File: src/rtl/rtc_sec_pkg.sv
package rtc_sec_pkg;
  localparam int DATA_W = 32;
  localparam int ADDR_W = 12;
  localparam int WIDX_W = ADDR_W - 2;

  // word indices within the window
  localparam logic [WIDX_W-1:0] W_COUNT  = 10'h000;
  localparam logic [WIDX_W-1:0] W_CMP    = 10'h001;
  localparam logic [WIDX_W-1:0] W_PRESET = 10'h002;
  localparam logic [WIDX_W-1:0] W_RUN    = 10'h003;
  localparam logic [WIDX_W-1:0] W_MASK   = 10'h004;
  localparam logic [WIDX_W-1:0] W_RAW    = 10'h005;
  localparam logic [WIDX_W-1:0] W_MSTAT  = 10'h006;
  localparam logic [WIDX_W-1:0] W_CLR    = 10'h007;
  localparam logic [WIDX_W-1:0] W_IDBASE = 10'h3F8;

  function automatic logic [7:0] id_byte(input logic [2:0] idx);
    logic [7:0] b;
    case (idx)
      3'd0: b = 8'h31;
      3'd1: b = 8'h10;
      3'd2: b = 8'h14;
      3'd3: b = 8'h00;
      3'd4: b = 8'h0D;
      3'd5: b = 8'hF0;
      3'd6: b = 8'h05;
      default: b = 8'hB1;
    endcase
    return b;
  endfunction
endpackage

File: src/rtl/rtc_sec_counter.sv
module rtc_sec_counter #(
  parameter int CNT_W = 32
) (
  input  logic             clk,
  input  logic             rst,
  input  logic             tick_i,
  input  logic             preset_we,
  input  logic [CNT_W-1:0] preset_val,
  input  logic [CNT_W-1:0] cmp_val,
  output logic [CNT_W-1:0] count_q,
  output logic             hit_o
);
  logic [CNT_W-1:0] inc;
  assign inc   = count_q + 1'b1;
  assign hit_o = tick_i && !preset_we && (inc == cmp_val);

  always_ff @(posedge clk) begin
    if (rst)            count_q <= '0;
    else if (preset_we) count_q <= preset_val;
    else if (tick_i)    count_q <= inc;
  end
endmodule

File: src/rtl/rtc_sec_irq.sv
module rtc_sec_irq (
  input  logic clk,
  input  logic rst,
  input  logic hit_i,
  input  logic clr_we,
  input  logic mask_we,
  input  logic mask_bit,
  output logic raw_q,
  output logic mask_q,
  output logic irq_q
);
  logic raw_d, mask_d;

  always_comb begin
    raw_d = raw_q;
    if (clr_we) raw_d = 1'b0;
    if (hit_i)  raw_d = 1'b1;
    mask_d = mask_we ? mask_bit : mask_q;
  end

  always_ff @(posedge clk) begin
    if (rst) begin
      raw_q  <= 1'b0;
      mask_q <= 1'b0;
      irq_q  <= 1'b0;
    end else begin
      raw_q  <= raw_d;
      mask_q <= mask_d;
      irq_q  <= raw_d & mask_d;
    end
  end
endmodule

File: src/rtl/rtc_sec_rdmux.sv
module rtc_sec_rdmux
  import rtc_sec_pkg::*;
(
  input  logic              clk,
  input  logic              rst,
  input  logic [WIDX_W-1:0] widx,
  input  logic [DATA_W-1:0] count,
  input  logic [DATA_W-1:0] cmp,
  input  logic [DATA_W-1:0] preset,
  input  logic              mask,
  input  logic              raw,
  output logic [DATA_W-1:0] rdata_q
);
  logic [DATA_W-1:0] rd;

  always_comb begin
    rd = '0;
    case (widx)
      W_COUNT:  rd = count;
      W_CMP:    rd = cmp;
      W_PRESET: rd = preset;
      W_RUN:    rd = {{(DATA_W-1){1'b0}}, 1'b1};
      W_MASK:   rd = {{(DATA_W-1){1'b0}}, mask};
      W_RAW:    rd = {{(DATA_W-1){1'b0}}, raw};
      W_MSTAT:  rd = {{(DATA_W-1){1'b0}}, raw & mask};
      default: begin
        if (widx >= W_IDBASE) rd = {{(DATA_W-8){1'b0}}, id_byte(widx[2:0])};
      end
    endcase
  end

  always_ff @(posedge clk) begin
    if (rst) rdata_q <= '0;
    else     rdata_q <= rd;
  end
endmodule

File: src/rtl/rtc_sec_top.sv
module rtc_sec_top
  import rtc_sec_pkg::*;
(
  input  logic              clk,
  input  logic              rst,
  input  logic              tick_i,
  input  logic [ADDR_W-1:0] bus_addr,
  input  logic              bus_we,
  input  logic [DATA_W-1:0] bus_wdata,
  output logic [DATA_W-1:0] bus_rdata,
  output logic              irq_o
);
  logic [WIDX_W-1:0] widx;
  logic              wr_preset, wr_cmp, wr_mask, wr_clr;
  logic [DATA_W-1:0] count_w, cmp_q, preset_q;
  logic              hit_w, raw_w, mask_w;

  assign widx      = bus_addr[ADDR_W-1:2];
  assign wr_preset = bus_we && (widx == W_PRESET);
  assign wr_cmp    = bus_we && (widx == W_CMP);
  assign wr_mask   = bus_we && (widx == W_MASK);
  assign wr_clr    = bus_we && (widx == W_CLR);

  always_ff @(posedge clk) begin
    if (rst) begin
      cmp_q    <= '0;
      preset_q <= '0;
    end else begin
      if (wr_cmp)    cmp_q    <= bus_wdata;
      if (wr_preset) preset_q <= bus_wdata;
    end
  end

  rtc_sec_counter #(.CNT_W(DATA_W)) u_cnt (
    .clk(clk), .rst(rst), .tick_i(tick_i),
    .preset_we(wr_preset), .preset_val(bus_wdata), .cmp_val(cmp_q),
    .count_q(count_w), .hit_o(hit_w)
  );

  rtc_sec_irq u_irq (
    .clk(clk), .rst(rst), .hit_i(hit_w), .clr_we(wr_clr),
    .mask_we(wr_mask), .mask_bit(bus_wdata[0]),
    .raw_q(raw_w), .mask_q(mask_w), .irq_q(irq_o)
  );

  rtc_sec_rdmux u_rd (
    .clk(clk), .rst(rst), .widx(widx),
    .count(count_w), .cmp(cmp_q), .preset(preset_q),
    .mask(mask_w), .raw(raw_w), .rdata_q(bus_rdata)
  );
endmodule

File: config.mk
export PLATFORM = sky130hd
export DESIGN_NAME = rtc_sec_top
export DESIGN_NICKNAME = d
export VERILOG_FILES = /design/src/rtl/rtc_sec_pkg.sv /design/src/rtl/rtc_sec_counter.sv /design/src/rtl/rtc_sec_irq.sv /design/src/rtl/rtc_sec_rdmux.sv /design/src/rtl/rtc_sec_top.sv
export SDC_FILE = /design/constraint.sdc
export NUM_CORES = 1
export LEC_CHECK = 0
export ABC_AREA = 1
export CAP_MARGIN = 15
export CELL_PAD_IN_SITES_DETAIL_PLACEMENT = 0
export CELL_PAD_IN_SITES_GLOBAL_PLACEMENT = 2
export CORE_UTILIZATION = 31
export DETAILED_ROUTE_END_ITERATION = 8
export GPL_TIMING_DRIVEN = 0
export PLACE_DENSITY = 0.82
export SETUP_SLACK_MARGIN = 0.05
export SLEW_MARGIN = 20
export SYNTH_ARGS = -nofsm -noshare
export SYNTH_HDL_FRONTEND = slang
export SYNTH_SLANG_ARGS = --single-unit
File: constraint.sdc
create_clock -name clk -period 2.2 [get_ports clk]
set_input_delay 0.44 -clock clk [delete_from_list [all_inputs] [get_ports clk]]
set_output_delay 0.44 -clock clk [all_outputs]
set_load 0.005 [all_outputs]
Word level (Yosys, flattened, before mapping):

Index checks and enable logic that the tools add are counted.
W data, S select, Z words.

* register bits: 131
* logic and storage cells: 43

* reduce and logical (&&, ||, !) cells: 10
* bitwise logic cells: 2
* equal/unequal tests: 14
* magnitude comparators: 1
* muxes and demuxes: 8
* add/subtract/negate cells: 1

Operators with widths (count)
* $pmux W32 S7: 1
* $mux W32: 2
* $pmux W8 S7: 1
* $eq A10 B3 Y1 const B: 4
* $add A32 B1 Y32 const B: 1
* $eq A32 B32 Y1: 1
* $eq A10 B2 Y1 const B: 2
* $eq A10 B1 Y1 const B: 1
* $ge A10 B10 Y1 const B: 1
* $logic_not A10 Y1: 1
* $eq A3 B3 Y1 const B: 3
* $mux W8: 1
* $eq A3 B2 Y1 const B: 2
* $logic_and A1 B1 Y1: 6
* $eq A3 B1 Y1 const B: 1
* $logic_not A3 Y1: 1
* $mux W1: 3
* $and A1 B1 Y1: 2
* $reduce_bool A2 Y1: 1
* $logic_not A1 Y1: 1

Longest topological paths before layout:

* depth in word-level cells: 7
* mapped depth: 15
* depth with buffers taken out: 15

Hierarchy:

A second synthesis with hierarchy kept.

* cell total of the unflattened synthesis: 1249
* area total of the unflattened synthesis: 7795.0 µm²

Modules (own cells, without submodules)
* rtc_sec_counter: cells an instance 535, area an instance 3007.9 µm², times used 1, seq. area each 640.6 µm²
* rtc_sec_top: cells an instance 404, area an instance 2800.2 µm², times used 1, seq. area each 1281.2 µm²
* rtc_sec_rdmux: cells an instance 295, area an instance 1865.5 µm², times used 1, seq. area each 640.6 µm²
* rtc_sec_irq: cells an instance 15, area an instance 121.4 µm², times used 1, seq. area each 60.1 µm²

Worst setup path before layout:

No wires, ideal clock.

* path type: register to register
* from: reg u_cnt.count_q[0]
* to: reg u_irq.raw_q
* cell stages (with the launch flop): 16
* arrival time: 1781 ps
* path slack: 348 ps
* clock period less this slack: 1852 ps
* data required time: 2130 ps
* path through: dfxtp_1 -> ha_1 -> nand2_2 -> nor2_4 -> nand2_2 -> nor2_4 -> nand2_1 -> nand2_2 -> nand2_1 -> nand2_1 -> nand2_1 -> nor2_1 -> nand2_1 -> nor2_1 -> nand3_1 -> a21oi_1

* word-level cells in the longest chain between the ends: 4

RTL lines
* from (decl): line rtc_sec_counter.sv:10 `output logic [CNT_W-1:0] count_q,`
* from (signal assigned): line rtc_sec_counter.sv:19 `else if (preset_we) count_q <= preset_val;`
* from (signal assigned): line rtc_sec_counter.sv:20 `else if (tick_i) count_q <= inc;`
* $add A32 B1 Y32: line rtc_sec_counter.sv:14 `assign inc = count_q + 1'b1;`
* $eq A32 B32 Y1: line rtc_sec_counter.sv:15 `assign hit_o = tick_i && !preset_we && (inc == cmp_val);`
* $logic_and A1 B1 Y1: line rtc_sec_counter.sv:15
* $mux W1: line rtc_sec_irq.sv:17 `if (hit_i) raw_d = 1'b1;`
* to (signal assigned): line rtc_sec_irq.sv:27 `raw_q <= raw_d;`
* to (decl): line rtc_sec_irq.sv:8 `output logic raw_q,`

Every way passes these cells.
A chain may end at the register's enable or synchronous reset.

Worst setup path after layout:

* from: reg u_cnt.count_q[4]
* to: reg u_irq.raw_q

The elaborated chain is that of the path after synthesis.

==> impl_metrics.yaml <==
sta:
  fin_crit_ns: 2.19
  timing.fmax_ghz: 0.457
  slew-limit-headroom_pct: 46.4
  rsz0062_at_grt: "yes"
  hold_viol_final: 0
  worstMarginPinSlew_ns: 0.804
  clock_skew_ns: 0.00725
  maxSlewViolCount: 0
  setup_viol: 0
  min_period_over_period_pct: 99.5
flow_run:
  maxCapViolCount: 0
detailed_routing:
  viasPerCell: 4.96
  vias: 7160
  postRouteAntennaNets: 0
  drt-initial-drc-count: 524
  first_pass_iters: 5
  drt_wl_total_mm: 25.2
  wire_per_inst_um: 17.5
  route.detailed.drc: 0
place:
  dp.final_hpwl_mm: 18.4
  port_buffers: 77
  place_congestion: 0.876
  placed_area_um2: 7950
yosys:
  synthArstFlopShare_pct: 0
  synth.most_common_cell: "nand2_1"
  synth_top_cell_area_share_pct: 38.4
  synth_common_cells: "301 x nand2_1, 131 x dfxtp_1, 131 x nor2_1, 107 x inv_1, 87 x nand3_1"
  syn_nets: 1088
  synthCells: 1039
  synth_edf_count: 0
  synth_largest_area_cell: "dfxtp_1"
  synth_seq_cells: 131
  synth_flop_cell: "dfxtp_1"
  yosysUniqueCellTypes: 39
  synth_area_leaders: "dfxtp_1 38%, nand2_1 17%, nor2_1 7.2%"
  syn_area_um2: 6830
  synth.yosys.seq_area_share_pct: 38.4
  yosys_warnings: 0
  syn_area_per_cell_um2: 6.58
global_routing:
  grt_usage_pct: 23.3
  grt_max_degree: 17
  grt_first_pass_wirelength_mm: 39.0
  grt_antenna_before_repair: 0
  grt_pass1_vias: 6736
  grt_overflow_total: 0
die:
  rows: 53
  boundaryPins: 81
  die_area_um2: 22600
  fp.coreArea_um2: 21300
  die_w_um: 150
  die_y_um: 150
  initial_utilization_pct: 32.1
clock_tree:
  cts_buffers: 17
  clk_latency_ns: 0.43
  clkTransAtPathRegs_ns: 0.06
  cts_sinks: 131
  htreeDepth: 4
  cts_tree: "done"
  clock_tree.root_cell: "clkbuf_16"
  cts_buffer_depth: 2
layout:
  regArea_um2: 2640
  utilization_pct: 43.0
  multi_input_area_um2: 3910
  design_area_um2: 9160
  n_antenna_cell: 0
  layout-drive-gt1-share_pct: 14.5
  nNetsFinal: 1204
  fillers: 2227
  syn_to_final_growth_pct: 34.1
worst_setup_path:
  crit_required_ns: 2.56
  worstSetupEndpointType: "flip-flop"
  crit_arrival_ns: 2.55
  criticalPathCategory: "reg -> reg"
  start_kind: "flip-flop"
  path_max_fanout: 5
power:
  power_density_nw_per_um2: 624
  p_leak_nw: 3.43
  ir_drop_v: 0.000484
worst_hold_path:
  hp-class: "in -> reg"
run_status:
  status: "finished, final reports clean"
[critical path, cell delays in order, from the launching register on]
cell     delay, ns
dfxtp_1       0.42
nand2_1       0.15
nor2_4        0.21
nand2_2       0.18
nor2_4        0.18
nand3_1       0.11
nand3_1       0.09
nand2_1       0.08
nor2_1        0.16
nand2_1       0.11
nor2_2        0.16
nand3_4       0.11
a21oi_2       0.15
[state kept, by name (all words and copies together) (netlist names)]
register       flops
u_irq.mask_q       1
preset_q          32
u_irq.raw_q        1
u_cnt.count_q     32
cmp_q             32
u_irq.irq_q        1
u_rd.rdata_q      32
[area by class of cell]
cell class                      instances  share of cell area [%]
Clock inverter                          9                    1.67
Inverter                              113                    4.70
Buffer                                 40                    2.73
Clock buffer                           23                    5.11
Timing Repair Buffer                   97                    10.5
Tap cell                              275                    3.76
Sequential cell                       131                    28.8
Multi-Input combinational cell        755                    42.7
[kinds of logic (layout without fill, tap and decap cells)]
logic type	count (synthesis)	in the layout	share of synthesized area, %
and+or+nand+nor	554	554	34.2
AOI/OAI and AO/OA	189	189	16.5
buffers and inverters	153	282	8.66
DFF	131	131	38.4
xor gates and xnor gates	11	11	2.12
adders and majority gates	1	1	0.183
[power by group]
| part | switching (mW) | internal, mW |
|---|---|---|
| Combinational | 0.159 | 0.118 |
| Sequential | 0.00610 | 2.38 |
| Clock | 1.10 | 1.96 |
| Total | 1.27 | 4.45 |
[final timing paths]
path                     from               to  slack, ns  cells after the start
max          u_cnt.count_q[4]      u_irq.raw_q       0.01                     12
max reg2reg  u_cnt.count_q[4]      u_irq.raw_q       0.01                     12
min reg2reg      preset_q[19]     preset_q[19]       0.47                      2
min               bus_addr[3]  u_rd.rdata_q[6]       0.42                      4
[per-stage QoR]
step | total power [mW] | TNS (ns) | cells | hold WS (ns) | setup WS [ns]
floorplan | 2.53 | 0 | 1039 | 0.445 | 0.348
global placement | 2.68 | -94.96 | 1391 | 0.452 | -1.08
detailed placement | 2.68 | -91.78 | 1391 | 0.455 | -1.05
CTS | 5.75 | 0 | 1434 | 0.466 | 0.0514
global route | 5.89 | -0.202 | 1443 | 0.459 | -0.121
finish | 5.72 | 0 | 1443 | 0.416 | 0.0120
[routing by layer]
metal / global-route usage (%) / wire length [um]
met5: 0 / 0
met4: 6.31 / 317
met3: 3.12 / 1020
met2: 35.2 / 11000
met1: 34.3 / 12900
[cell usage in the layout (no fill, tap or decap), types with 14 or more instances in the layout]
master / netlist / final
clkdlybuf4s50_1: 0 / 75
nand2_2: 12 / 14
a31oi_1: 22 / 22
nand2_1: 301 / 292
inv_1: 107 / 105
buf_4: 2 / 26
clkbuf_16: 0 / 17
nor2_4: 6 / 16
nor2_2: 5 / 19
dfxtp_1: 131 / 120
o21ai_0: 47 / 47
nand3_1: 87 / 82
a21oi_1: 77 / 75
nor2_1: 131 / 107
clkbuf_1: 28 / 16
a221oi_1: 28 / 27
[repair_timing]
action                                  in CTS  in global routing
pin swaps                                   10                 15
setup buffers                               11                  9
endpoints found under the setup margin     120                122
hold buffers                                 0                  0
gates resized for setup                     74                 66
No activity file was read; power rests on OpenSTA's default activity.
